==> config.mk <==
export PLATFORM = sky130hd
export DESIGN_NAME = dual_lvl_intc
export DESIGN_NICKNAME = d
export VERILOG_FILES = /design/src/rtl/intc_pkg.sv /design/src/rtl/intc_wr_decode.sv /design/src/rtl/intc_mask_bank.sv /design/src/rtl/intc_level_track.sv /design/src/rtl/intc_out_stage.sv /design/src/rtl/dual_lvl_intc.sv
export SDC_FILE = /design/constraint.sdc
export NUM_CORES = 1
export LEC_CHECK = 0
export ABC_AREA = 1
export CORE_MARGIN = 2
export CORE_UTILIZATION = 57
export CTS_CLUSTER_SIZE = 24
export DETAILED_ROUTE_END_ITERATION = 16
export GPL_ROUTABILITY_DRIVEN = 0
export PLACE_DENSITY = 0.86
export SLEW_MARGIN = 25
export SYNTH_ARGS = -nofsm -noshare
export SYNTH_HDL_FRONTEND = slang
export SYNTH_SLANG_ARGS = --single-unit
==> constraint.sdc <==
create_clock -name clk -period 3.4 [get_ports clk]
set_input_delay 0.51 -clock clk [delete_from_list [all_inputs] [get_ports clk]]
set_output_delay 0.51 -clock clk [all_outputs]
set_load 0.1 [all_outputs]
==> src/rtl/intc_pkg.sv <==
// Shared definitions for the dual-output level interrupt controller.
// Assumes a word-addressed bus of ADDR_W bits.
package intc_pkg;
    localparam int ADDR_W = 6;
    typedef logic [ADDR_W-1:0] waddr_t;

    localparam waddr_t WD_NORM_STAT = 6'd0;
    localparam waddr_t WD_RAW_A     = 6'd1;
    localparam waddr_t WD_NORM_ON   = 6'd2;
    localparam waddr_t WD_NORM_OFF  = 6'd3;
    localparam waddr_t WD_SOFT_ON   = 6'd4;
    localparam waddr_t WD_SOFT_OFF  = 6'd5;
    localparam waddr_t WD_FAST_STAT = 6'd8;
    localparam waddr_t WD_RAW_B     = 6'd9;
    localparam waddr_t WD_FAST_ON   = 6'd10;
    localparam waddr_t WD_FAST_OFF  = 6'd11;

    localparam int N_LINES = 2;   // 0 = normal, 1 = fast
endpackage

==> src/rtl/intc_wr_decode.sv <==
// Write decoder: turns one bus write into single-cycle strobes for the
// mask banks and the software level controls. Assumes one access per cycle.
module intc_wr_decode
    import intc_pkg::*;
(
    input  logic                 bus_sel,
    input  logic                 bus_wr,
    input  waddr_t               bus_addr,
    input  logic                 wbit0,
    output logic [N_LINES-1:0]   mask_add,
    output logic [N_LINES-1:0]   mask_del,
    output logic                 soft_on,
    output logic                 soft_off
);
    logic wr_act;

    // Decode the write address into strobes; unlisted words produce none.
    always_comb begin
        wr_act      = bus_sel & bus_wr;
        mask_add[0] = wr_act && (bus_addr == WD_NORM_ON);
        mask_del[0] = wr_act && (bus_addr == WD_NORM_OFF);
        mask_add[1] = wr_act && (bus_addr == WD_FAST_ON);
        mask_del[1] = wr_act && (bus_addr == WD_FAST_OFF);
        soft_on     = wr_act && (bus_addr == WD_SOFT_ON)  && wbit0;
        soft_off    = wr_act && (bus_addr == WD_SOFT_OFF) && wbit0;
    end
endmodule

==> src/rtl/intc_mask_bank.sv <==
// One enable mask with separate bit-set and bit-clear write strobes.
// Assumes set and clear strobes are never active together.
module intc_mask_bank #(
    parameter int W = 32
) (
    input  logic         clk,
    input  logic         rst_n,
    input  logic         add_stb,
    input  logic         del_stb,
    input  logic [W-1:0] wdata,
    output logic [W-1:0] mask_q
);
    // Hold the mask; OR in on set, knock out bits on clear.
    always_ff @(posedge clk) begin
        if (!rst_n)       mask_q <= '0;
        else if (add_stb) mask_q <= mask_q | wdata;
        else if (del_stb) mask_q <= mask_q & ~wdata;
    end
endmodule

==> src/rtl/intc_level_track.sv <==
// Raw level register. Bits above SOFT_BIT copy their input each edge.
// Bit SOFT_BIT is shared: a software write decides it, otherwise it only
// follows its input when that input changes. Assumes inputs are synchronous.
module intc_level_track #(
    parameter int W        = 32,
    parameter int SOFT_BIT = 0
) (
    input  logic         clk,
    input  logic         rst_n,
    input  logic [W-1:0] src,
    input  logic         soft_on,
    input  logic         soft_off,
    output logic [W-1:0] lvl_q
);
    for (genvar i = 0; i < W; i++) begin : g_bit
        if (i == SOFT_BIT) begin : g_shared
            logic prev_q;
            // Remember the input seen at the previous edge.
            always_ff @(posedge clk) begin
                if (!rst_n) prev_q <= 1'b0;
                else        prev_q <= src[i];
            end
            // Bus write wins; otherwise track input edges only.
            always_ff @(posedge clk) begin
                if (!rst_n)                lvl_q[i] <= 1'b0;
                else if (soft_on)          lvl_q[i] <= 1'b1;
                else if (soft_off)         lvl_q[i] <= 1'b0;
                else if (src[i] != prev_q) lvl_q[i] <= src[i];
            end
        end else begin : g_plain
            // Plain level capture.
            always_ff @(posedge clk) begin
                if (!rst_n) lvl_q[i] <= 1'b0;
                else        lvl_q[i] <= src[i];
            end
        end
    end
endmodule

==> src/rtl/intc_out_stage.sv <==
// Registered request output: high when any enabled source is pending.
module intc_out_stage #(
    parameter int W = 32
) (
    input  logic         clk,
    input  logic         rst_n,
    input  logic [W-1:0] lvl,
    input  logic [W-1:0] mask,
    output logic         req_q
);
    // Reduce the masked level into one registered request.
    always_ff @(posedge clk) begin
        if (!rst_n) req_q <= 1'b0;
        else        req_q <= |(lvl & mask);
    end
endmodule

==> src/rtl/dual_lvl_intc.sv <==
// Top of the dual-output level interrupt controller: write decode, level
// register, one mask bank and output stage per line, and the read mux.
// Assumes N_SRC is the bus data width.
module dual_lvl_intc
    import intc_pkg::*;
#(
    parameter int N_SRC = 32
) (
    input  logic              clk,
    input  logic              rst_n,
    input  logic [N_SRC-1:0]  src_lvl,
    input  logic              bus_sel,
    input  logic              bus_wr,
    input  logic [5:0]        bus_addr,
    input  logic [N_SRC-1:0]  bus_wdata,
    output logic [N_SRC-1:0]  bus_rdata,
    output logic              irq_o,
    output logic              fast_o
);
    logic [N_LINES-1:0] mask_add, mask_del, req_q;
    logic               soft_on, soft_off;
    logic [N_SRC-1:0]   lvl_q;
    logic [N_SRC-1:0]   mask_q [N_LINES];
    logic [N_SRC-1:0]   nmask_q, fmask_q;

    intc_wr_decode u_dec (
        .bus_sel  (bus_sel),
        .bus_wr   (bus_wr),
        .bus_addr (bus_addr),
        .wbit0    (bus_wdata[0]),
        .mask_add (mask_add),
        .mask_del (mask_del),
        .soft_on  (soft_on),
        .soft_off (soft_off)
    );

    intc_level_track #(.W(N_SRC), .SOFT_BIT(0)) u_lvl (
        .clk      (clk),
        .rst_n    (rst_n),
        .src      (src_lvl),
        .soft_on  (soft_on),
        .soft_off (soft_off),
        .lvl_q    (lvl_q)
    );

    for (genvar g = 0; g < N_LINES; g++) begin : g_line
        intc_mask_bank #(.W(N_SRC)) u_mask (
            .clk     (clk),
            .rst_n   (rst_n),
            .add_stb (mask_add[g]),
            .del_stb (mask_del[g]),
            .wdata   (bus_wdata),
            .mask_q  (mask_q[g])
        );
        intc_out_stage #(.W(N_SRC)) u_out (
            .clk   (clk),
            .rst_n (rst_n),
            .lvl   (lvl_q),
            .mask  (mask_q[g]),
            .req_q (req_q[g])
        );
    end

    assign nmask_q = mask_q[0];
    assign fmask_q = mask_q[1];
    assign irq_o   = req_q[0];
    assign fast_o  = req_q[1];

    // Read mux: current state per word, zero for everything else.
    always_comb begin
        bus_rdata = '0;
        if (bus_sel && !bus_wr) begin
            case (bus_addr)
                WD_NORM_STAT: bus_rdata = lvl_q & nmask_q;
                WD_RAW_A,
                WD_RAW_B:     bus_rdata = lvl_q;
                WD_NORM_ON:   bus_rdata = nmask_q;
                WD_SOFT_ON:   bus_rdata = {{(N_SRC-1){1'b0}}, lvl_q[0]};
                WD_FAST_STAT: bus_rdata = lvl_q & fmask_q;
                WD_FAST_ON:   bus_rdata = fmask_q;
                default:      bus_rdata = '0;
            endcase
        end
    end
endmodule

==> reports/summary.txt, run 1 <==
Setup Viol. Count Final -> 0
worst min-delay path category -> reg2reg
flop-to-flop setup slack -> 2.26 ns
# H-tree levels -> 3
run status -> complete, no violations
yosys synthesis warning count -> 0
TNS Setup -> 0 ns
critical path required time -> 2.89 ns
data arrival time at the worst-slack endpoint -> 2.61 ns
leakage dissipation -> 3.593 nW
share of synthesized area occupied by flip-flops and latches -> 0.3371
commonest cells after routing, fill and taps aside -> sky130_fd_sc_hd__nand2_1 (278), sky130_fd_sc_hd__nor2_1 (150), sky130_fd_sc_hd__inv_1 (107)
count of TritonRoute iterations in the first routing pass -> 5
post-synthesis cell type count -> 23
clock sink count -> 99
fmax -> 0.3204 GHz
die area -> 11140 um^2
Post-Synthesis Cell Area -> 5879 um^2
maximum VDD drop -> 0.2604 mV
Power Total -> 2.275 mW
total routing usage reported by global routing -> 0.3272
routed length per placed instance -> 14.70 um
Post-synth EDFFs -> 0
remaining routing DRC violations -> 0
worst clock skew on the final layout -> 0.01037 ns
number of hold-repair buffers added at the cts stage -> 0
layout net count -> 1136
global-route wire length before repair -> 30000 um
clock tree from TritonCTS -> done
number of I/O port buffers -> 107
effective utilization at floorplan -> 0.5773
Ports -> 108
Cell Rows -> 37
number of buffers on the longest clock path -> 2
clock latency at the later pin of the worst-skew pair -> 0.38 ns
Antenna Diode Count -> 0
pin count of the biggest net entering global routing -> 49
Worst setup SP type -> primary input
DR iter-0 viols -> 572
Post-CTS Resized -> 0
Async S/R FF share, synth -> 0
share of final-layout standard cells stronger than drive strength 1 -> 0.08341
Vert. Die Dim -> 105.6 um
setup repair after global routing missed its margin -> false
antenna violations before repair -> 0
die width -> 105.6 um
power density normalized to cell area -> 299.9 nW/um^2
Layout area overhead -> 28.98%
average via count per standard cell -> 5.686
flip-flop cell with the highest count after synthesis -> sky130_fd_sc_hd__dfxtp_1
gate count after technology mapping -> 981
final WL -> 17690 um
slew margin rel. -> 0.3408
Max FO, Critical Path -> 24
Overflow after GRT -> 0
Worst Max-Slew Pin Slew -> 0.9857 ns
number of maximum-capacitance constraint violations -> 0
Post-DRT Antenna Nets -> 0
count of buffers added by post-CTS timing repair for setup -> 0
TritonCTS Buffers -> 9
total vias in the final route -> 6840
synthesized area per cell -> 5.993 um^2
syn_nets -> 1055
DP Wirelength -> 11870 um
Period minus WS final -> 3.121 ns
Clock transition at path regs -> 0.10 ns
Hold Violations, Final -> 0
most common cell after layout, fill and taps aside -> sky130_fd_sc_hd__nand2_1
Core Region -> 10180 um^2
critical setup path kind -> in2out
Max Transition Viols Final -> 0
fraction of the cycle the final worst path needs -> 0.9178
number of global-route vias before repair -> 6348
category of the worst setup path capture point -> primary output
total of flip-flops plus latches after synthesis -> 99
Clock Tree Root -> sky130_fd_sc_hd__clkbuf_8
path summary, 6_finish.rpt:
path	start	endpoint	depth (start not counted)
min reg2reg	register	register	2
max	bus_addr[5]	bus_rdata[19]	11
min	register	register	2
max reg2reg	u_lvl.lvl_q[7]	g_line[1].u_out.req_q	6
through the flow:
stage	hold WS, ns	cell area (um^2)	util	setup slack, ns	cells
after floorplan	0.4370	5879	-	0.2576	981
after global placement	0.4577	7381	0.7247	0.3698	1187
after detailed placement	0.4564	7381	0.7247	0.3236	1187
after CTS	0.4713	7584	0.7446	0.3054	1203
after global routing	0.4991	7584	0.7446	0.1726	1203
final	0.4698	7584	0.7446	0.2793	1203
kinds of logic after synthesis:
kind of cell / after synthesis / synth area share
AND/OR/NAND/NOR: 622 / 0.4710
AO/OA/AOI/OAI: 84 / 0.07150
adder cells (fa/ha/maj): 1 / 0.001703
buffers and inverters: 175 / 0.1187
flip-flops: 99 / 0.3371
layer usage:
metal / global-route usage / part of all wire
met5: 0 / 0
met4: 0.1250 / 0.032
met3: 0.05566 / 0.093
met2: 0.5373 / 0.47
met1: 0.4303 / 0.41
cell type report:
| type | count | area [um^2] |
|---|---|---|
| repair buffers | 133 | 1607 |
| flip-flops and latches | 99 | 1982 |
| clock inverters | 5 | 61.31 |
| multi-input cells | 707 | 3202 |
| fillers | 838 | 2601 |
| inverters | 112 | 420.4 |
| well taps | 136 | 170.2 |
| clock buffers | 11 | 141.4 |
synthesized netlist by cell type, types with 3 or more instances:
master	number	share of area
sky130_fd_sc_hd__dfxtp_1	99	0.34
sky130_fd_sc_hd__nor2_1	151	0.096
sky130_fd_sc_hd__clkbuf_1	33	0.021
sky130_fd_sc_hd__buf_2	26	0.022
sky130_fd_sc_hd__nor2_4	3	0.0057
sky130_fd_sc_hd__a21oi_1	36	0.031
sky130_fd_sc_hd__nand4_1	100	0.11
sky130_fd_sc_hd__nand2_1	278	0.18
sky130_fd_sc_hd__o21ai_1	15	0.013
sky130_fd_sc_hd__nand3_1	37	0.031
sky130_fd_sc_hd__nor3_1	46	0.039
sky130_fd_sc_hd__inv_2	4	0.0026
sky130_fd_sc_hd__o21ai_0	33	0.028
sky130_fd_sc_hd__inv_1	107	0.068
power by group:
| group | internal [mW] | switching [mW] |
|---|---|---|
| sequential | 1.18 | 0.0198 |
| clock | 0.365 | 0.429 |
| combinational | 0.112 | 0.167 |
| total | 1.66 | 0.616 |
critical path, cell delays in order:
cell	delay, ns
sky130_fd_sc_hd__clkdlybuf4s50_1	0.44
sky130_fd_sc_hd__nor2_4	0.16
sky130_fd_sc_hd__buf_4	0.26
sky130_fd_sc_hd__nand2_1	0.09
sky130_fd_sc_hd__nor2_2	0.11
sky130_fd_sc_hd__buf_4	0.30
sky130_fd_sc_hd__nand2_1	0.12
sky130_fd_sc_hd__nand3_1	0.12
sky130_fd_sc_hd__nor2_1	0.06
sky130_fd_sc_hd__nor2_1	0.19
sky130_fd_sc_hd__buf_12	0.21
(Power assumes the default switching activity.)
==> run 2: changes to the inputs <==
CORE_UTILIZATION = 65   (was 57)
DONT_BUFFER_PORTS = 1   (was not set)
PLACE_DENSITY = 0.81   (was 0.86)
==> run 2 against run 1 <==
Compared with the run above: die area down 12%; count of clock-buffer cells in the layout fell by 1; highest routed layer unchanged; non-clock buffer count decreased by 86; sequential power is essentially flat; critical path type unchanged; total power fell by 2.8%; clock power grew 6.0%; critical endpoint is now bus_rdata[30]; combinational power down 41%; clock skew is 0.0021 ns lower; sequential cell count stayed put; final cell count shrank 9.5%; via count down 3.2%.
==> reports/summary.txt, run 2 (synthesis results as in run 1) <==
number of I/O port buffers -> 0 (-100%)
final WL -> 17420 um (-1.6%)
number of global-route vias before repair -> 6386 (+0.60%)
hold path startpoint -> src_lvl[0]
critical setup path kind -> in2out
fraction of power spent switching nets -> 0.2609 (-0.009793)
# H-tree levels -> 3 (unchanged)
Vert. Die Dim -> 99.11 um (-6.1%)
die width -> 99.11 um (-6.1%)
switching power -> 0.5765 mW (-6.4%)
final design utilization -> 0.7763 (+0.03168)
Worst Max-Slew Pin Slew -> 1.014 ns (+0.02812 ns)
run status -> complete, no violations
antenna violations before repair -> 0 (unchanged)
slew margin rel. -> 0.3232 (-0.01761)
fmax -> 0.3597 GHz (+12%)
Worst setup SP type -> primary input
share of final-layout standard cells stronger than drive strength 1 -> 0.1111 (+0.02770)
remaining routing DRC violations -> 0 (unchanged)
clock sink count -> 99 (unchanged)
fraction of the cycle the final worst path needs -> 0.8176 (-0.1002)
total routing usage reported by global routing -> 0.3601 (+0.03294)
worst min-delay path category -> in2reg
leakage dissipation -> 3.242 nW (-9.8%)
global-route wire length before repair -> 29420 um (-1.9%)
portion of total power attributed to combinational logic -> 0.074 (-0.049)
worst clock skew on the final layout -> 0.008251 ns (-0.002120 ns)
power density normalized to cell area -> 324.9 nW/um^2 (+8.3%)
Ports -> 108 (unchanged)
DP Wirelength -> 11540 um (-2.7%)
Power Total -> 2.210 mW (-2.8%)
Clock transition at path regs -> 0.10 ns (about the same)
maximum VDD drop -> 0.2786 mV (+7.0%)
worst setup slack after placement -> 0.6458 ns (+0.3223 ns)
data arrival time at the worst-slack endpoint -> 2.27 ns (-0.34 ns)
most common cell after layout, fill and taps aside -> sky130_fd_sc_hd__nand2_1
critical path required time -> 2.89 ns (about the same)
cell count of the worst hold path -> 2 (unchanged)
Post-CTS Resized -> 0 (unchanged)
placed cells -> 1073 (-9.6%)
design internal power -> 1.634 mW (-1.5%)
Clock Tree Root -> sky130_fd_sc_hd__clkbuf_8
post-placement cell area -> 6586 um^2 (-11%)
clock tree from TritonCTS -> done
Max FO, Critical Path -> 29 (+21%)
fin area -> 6803 um^2 (-10%)
number of buffers on the longest clock path -> 2 (unchanged)
TritonCTS Buffers -> 9 (unchanged)
Hold Worst Slack -> 0.2290 ns (-0.2408 ns)
Worst R2R End -> g_line[1].u_out.req_q
clock group share of total power -> 0.381 (+0.032)
Cell Rows -> 34 (-8.1%)
Layout area overhead -> 15.71%
setup repair after global routing missed its margin -> false
Worst Hold Endpoint -> u_lvl.g_bit[0].g_shared.prev_q
Post-DRT Antenna Nets -> 0 (unchanged)
category of the worst setup path capture point -> primary output
Worst Slack Setup Final -> 0.6200 ns (+0.3407 ns)
routed length per placed instance -> 15.99 um (+8.8%)
pin count of the biggest net entering global routing -> 65 (+33%)
Setup Viol. Count Final -> 0 (unchanged)
TNS Setup -> 0 ns (unchanged)
worst r2r path cells -> 6 (unchanged)
flop-to-flop setup slack -> 2.28 ns (+0.02 ns)
total vias in the final route -> 6624 (-3.2%)
commonest cells after routing, fill and taps aside -> sky130_fd_sc_hd__nand2_1 (278), sky130_fd_sc_hd__nor2_1 (119), sky130_fd_sc_hd__inv_1 (107)
Overflow after GRT -> 0 (unchanged)
average via count per standard cell -> 6.083 (+7.0%)
Max Transition Viols Final -> 0 (unchanged)
clock latency at the later pin of the worst-skew pair -> 0.37 ns (about the same)
DR iter-0 viols -> 622 (+8.7%)
count of buffers added by post-CTS timing repair for setup -> 0 (unchanged)
die area -> 9822 um^2 (-12%)
layout net count -> 1050 (-7.6%)
Hold Violations, Final -> 0 (unchanged)
Period minus WS final -> 2.780 ns (-0.3407 ns)
Core Region -> 8763 um^2 (-14%)
number of hold-repair buffers added at the cts stage -> 0 (unchanged)
number of maximum-capacitance constraint violations -> 0 (unchanged)
count of TritonRoute iterations in the first routing pass -> 6 (+1)
count of placed standard cells in the final layout, fillers left out -> 1089 (-9.5%)
effective utilization at floorplan -> 0.6709 (+0.09363)
sequential power share -> 0.545 (+0.017)
Antenna Diode Count -> 0 (unchanged)
run 2: final cells by class:
class / instances / area [um^2]
Multi-Input combinational cell: 707 / 3283
Sequential cell: 99 / 1982
Fill cell: 693 / 1961
Timing Repair Buffer: 47 / 765.7
Inverter: 112 / 420.4
Tap cell: 108 / 135.1
Clock buffer: 10 / 127.6
Clock inverter: 6 / 88.84
run 2: how the worst max path moves through the flow:
stage,start,end,slack (ns),cells past startpoint
floorplan,bus_addr[5],bus_rdata[0],0.26,6
global placement,bus_addr[5],bus_rdata[30],0.74,6
detailed placement,bus_addr[5],bus_rdata[30],0.65,6
CTS,bus_addr[5],bus_rdata[30],0.61,6
global route,bus_addr[5],bus_rdata[8],0.43,6
finish,bus_addr[5],bus_rdata[30],0.62,6
run 2: power groups by stage:
stage / registers (mW) / logic, mW / clock network [mW]
after floorplan: 1.22 / 0.121 / 0
after global placement: 1.23 / 0.154 / 0
after detailed placement: 1.23 / 0.158 / 0
after CTS: 1.20 / 0.159 / 0.850
after global routing: 1.21 / 0.176 / 0.898
final: 1.20 / 0.164 / 0.842
run 2: per-layer routing:
layer	vias up	track usage	share of wire
met2	416	0.6045	0.48
met4	0	0.1633	0.039
met5	-	0	0
met3	70	0.06746	0.11
met1	2983	0.4505	0.38
li1	3155	-	-
run 2: critical path, stage by stage:
cell and delay [ns]:
sky130_fd_sc_hd__nor2_4 0.30, sky130_fd_sc_hd__nand3_2 0.61, sky130_fd_sc_hd__o21ai_0 0.40, sky130_fd_sc_hd__nor2_1 0.09, sky130_fd_sc_hd__nor2_2 0.16, sky130_fd_sc_hd__buf_12 0.19
==> run 3: changes to the inputs <==
CORE_UTILIZATION = 58   (was 65)
PLACE_DENSITY = 0.76   (was 0.81)
clock period = 2.5 ns   (was 3.4 ns; I/O delays follow)
==> run 3 against run 2 <==
Compared with the run above: die area is 12% higher; largest cell class unchanged; wire length is 2.3% higher; clock power is 28% higher; via count is 1.8% lower; first-iteration DRC count is 21% lower; sequential power is 36% higher.
==> reports/summary.txt, run 3 (synthesis results as in run 1) <==
pin count of the biggest net entering global routing -> 54 (-17%)
run status -> complete, no violations
count of buffers added by post-CTS timing repair for setup -> 0 (unchanged)
power density normalized to cell area -> 425.9 nW/um^2 (+31%)
Clock Tree Root -> sky130_fd_sc_hd__clkbuf_8
data arrival time at the worst-slack endpoint -> 1.94 ns (-0.33 ns)
Worst Max-Slew Pin Slew -> 0.9007 ns (-0.1132 ns)
Worst setup SP type -> primary input
fmax -> 0.4322 GHz
Filler Cells Inserted -> 868 (+25%)
Post-DRT Antenna Nets -> 0 (unchanged)
layout net count -> 1061 (+1.0%)
critical setup path kind -> in2out
flop-to-flop setup slack -> 1.46 ns (-0.82 ns)
clock sink count -> 99 (unchanged)
most common cell after layout, fill and taps aside -> sky130_fd_sc_hd__nand2_1
effective utilization at floorplan -> 0.5988 (-0.07215)
category of the worst setup path capture point -> primary output
Post-CTS Resized -> 0 (unchanged)
Hold Violations, Final -> 0 (unchanged)
total routing usage reported by global routing -> 0.3358 (-0.02438)
clock latency at the later pin of the worst-skew pair -> 0.40 ns (+0.03 ns)
total vias in the final route -> 6503 (-1.8%)
maximum VDD drop -> 0.5403 mV (+94%)
Vert. Die Dim -> 104.7 um (+5.6%)
GR Layer Usage met2 -> 0.5626 (-0.04191)
commonest cells after routing, fill and taps aside -> sky130_fd_sc_hd__nand2_1 (278), sky130_fd_sc_hd__nor2_1 (119), sky130_fd_sc_hd__inv_1 (107)
leakage dissipation -> 3.301 nW (+1.8%)
number of global-route vias before repair -> 6289 (-1.5%)
Worst Hold Endpoint -> u_lvl.g_bit[0].g_shared.prev_q
worst r2r path cells -> 6 (unchanged)
Worst R2R End -> g_line[0].u_out.req_q
hold path startpoint -> src_lvl[0]
global-route wire length before repair -> 29740 um (+1.1%)
Hold Worst Slack -> 0.06826 ns (-0.1608 ns)
average via count per standard cell -> 5.780 (-5.0%)
routed length per placed instance -> 15.83 um (-1.0%)
count of TritonRoute iterations in the first routing pass -> 5 (-1)
remaining routing DRC violations -> 0 (unchanged)
reg-to-reg startpoint -> u_lvl.lvl_q[23]
fraction of the cycle the final worst path needs -> 0.9256
Max Transition Viols Final -> 0 (unchanged)
Cell Rows -> 36 (+5.9%)
Overflow after GRT -> 0 (unchanged)
Max FO, Critical Path -> 14 (-52%)
number of maximum-capacitance constraint violations -> 0 (unchanged)
antenna violations before repair -> 0 (unchanged)
# H-tree levels -> 3 (unchanged)
DP Wirelength -> 12070 um (+4.5%)
share of final-layout standard cells stronger than drive strength 1 -> 0.1220 (+0.01086)
Ports -> 108 (unchanged)
TritonCTS Buffers -> 9 (unchanged)
final WL -> 17810 um (+2.3%)
most used routing layer in global routing -> met2
setup repair after global routing missed its margin -> false
die width -> 104.7 um (+5.6%)
number of I/O port buffers -> 0 (unchanged)
cell count of the worst hold path -> 2 (unchanged)
Period minus WS final -> 2.314 ns
worst clock skew on the final layout -> 0.02000 ns (+0.01174 ns)
Layout area overhead -> 17.79%
Antenna Diode Count -> 0 (unchanged)
slew margin rel. -> 0.3987 (+0.07549)
DR iter-0 viols -> 493 (-21%)
number of hold-repair buffers added at the cts stage -> 0 (unchanged)
met1 capacity usage during global routing -> 0.4169 (-0.03357)
met3 demand-to-capacity share in global routing -> 0.09357 (+0.02611)
clock tree from TritonCTS -> done
Core Region -> 9819 um^2 (+12%)
Setup Viol. Count Final -> 0 (unchanged)
TNS Setup -> 0 ns (unchanged)
number of buffers on the longest clock path -> 2 (unchanged)
critical path required time -> 2.12 ns (-0.77 ns)
Clock transition at path regs -> 0.10 ns (about the same)
worst min-delay path category -> in2reg
die area -> 10960 um^2 (+12%)
[run 3: cell types whose count changed in the layout (fill, tap and decap cells not counted)]
cell and delta:
sky130_fd_sc_hd__bufinv_16 -1, sky130_fd_sc_hd__clkbuf_8 +1, sky130_fd_sc_hd__clkbuf_1 -1, sky130_fd_sc_hd__buf_12 +2, sky130_fd_sc_hd__clkinv_4 +1, sky130_fd_sc_hd__clkinvlp_4 -2, sky130_fd_sc_hd__clkinv_2 +2, sky130_fd_sc_hd__buf_4 +9
[run 3: layer usage]
metal	wire, um	part of all wire
met1	7263	0.41
met2	8493	0.48
met3	1754	0.098
met4	298	0.017
met5	0	0
[run 3: how the worst max path moves through the flow]
stage	startpoint	end	slack (ns)	depth (start not counted)
finish	bus_addr[5]	bus_rdata[30]	0.19	7
global route	bus_addr[5]	bus_rdata[25]	0.08	9
CTS	bus_addr[5]	bus_rdata[25]	0.23	9
detailed placement	bus_addr[5]	bus_rdata[12]	0.24	9
global placement	bus_addr[5]	bus_rdata[30]	0.31	7
floorplan	bus_addr[5]	bus_rdata[30]	-0.28	7
[run 3: worst max-delay path: stages]
cell and delay (ns):
sky130_fd_sc_hd__nor2_4 0.29, sky130_fd_sc_hd__nand3_2 0.31, sky130_fd_sc_hd__buf_4 0.30, sky130_fd_sc_hd__o21ai_0 0.21
sky130_fd_sc_hd__nor2_1 0.09, sky130_fd_sc_hd__nor2_2 0.15, sky130_fd_sc_hd__buf_12 0.19
[run 3: through the flow]
| step | util | total power [mW] | cell area (um^2) | std cells | worst slack, ns |
|---|---|---|---|---|---|
| 2_1_floorplan | - | 1.833 | 5951 | 981 | -0.2813 |
| 3_3_place_gp | 0.6849 | 1.890 | 6725 | 1109 | 0.3147 |
| 3_5_place_dp | 0.6849 | 1.895 | 6725 | 1109 | 0.2438 |
| 4_1_cts | 0.7053 | 2.951 | 6925 | 1125 | 0.2280 |
| 5_1_grt | 0.7053 | 3.056 | 6925 | 1125 | 0.07814 |
| 6_report | 0.7053 | 2.949 | 6925 | 1125 | 0.1861 |
[run 3: final cells by class]
type	count	area, um^2	share of cell area
clock inverters	6	62.56	0.009033
repair buffers	58	873.3	0.1261
multi-input cells	707	3283	0.4741
inverters	112	420.4	0.06070
well taps	133	166.4	0.02403
flip-flops and latches	99	1982	0.2862
clock buffers	10	137.6	0.01987
[run 3: where the power goes]
group | total [mW] | internal, mW | switching [mW] | leakage (nW)
clock network | 1.08 | 0.490 | 0.592 | 0.106
logic | 0.233 | 0.0540 | 0.179 | 2.39
registers | 1.63 | 1.61 | 0.0267 | 0.807
total | 2.95 | 2.15 | 0.798 | 3.30
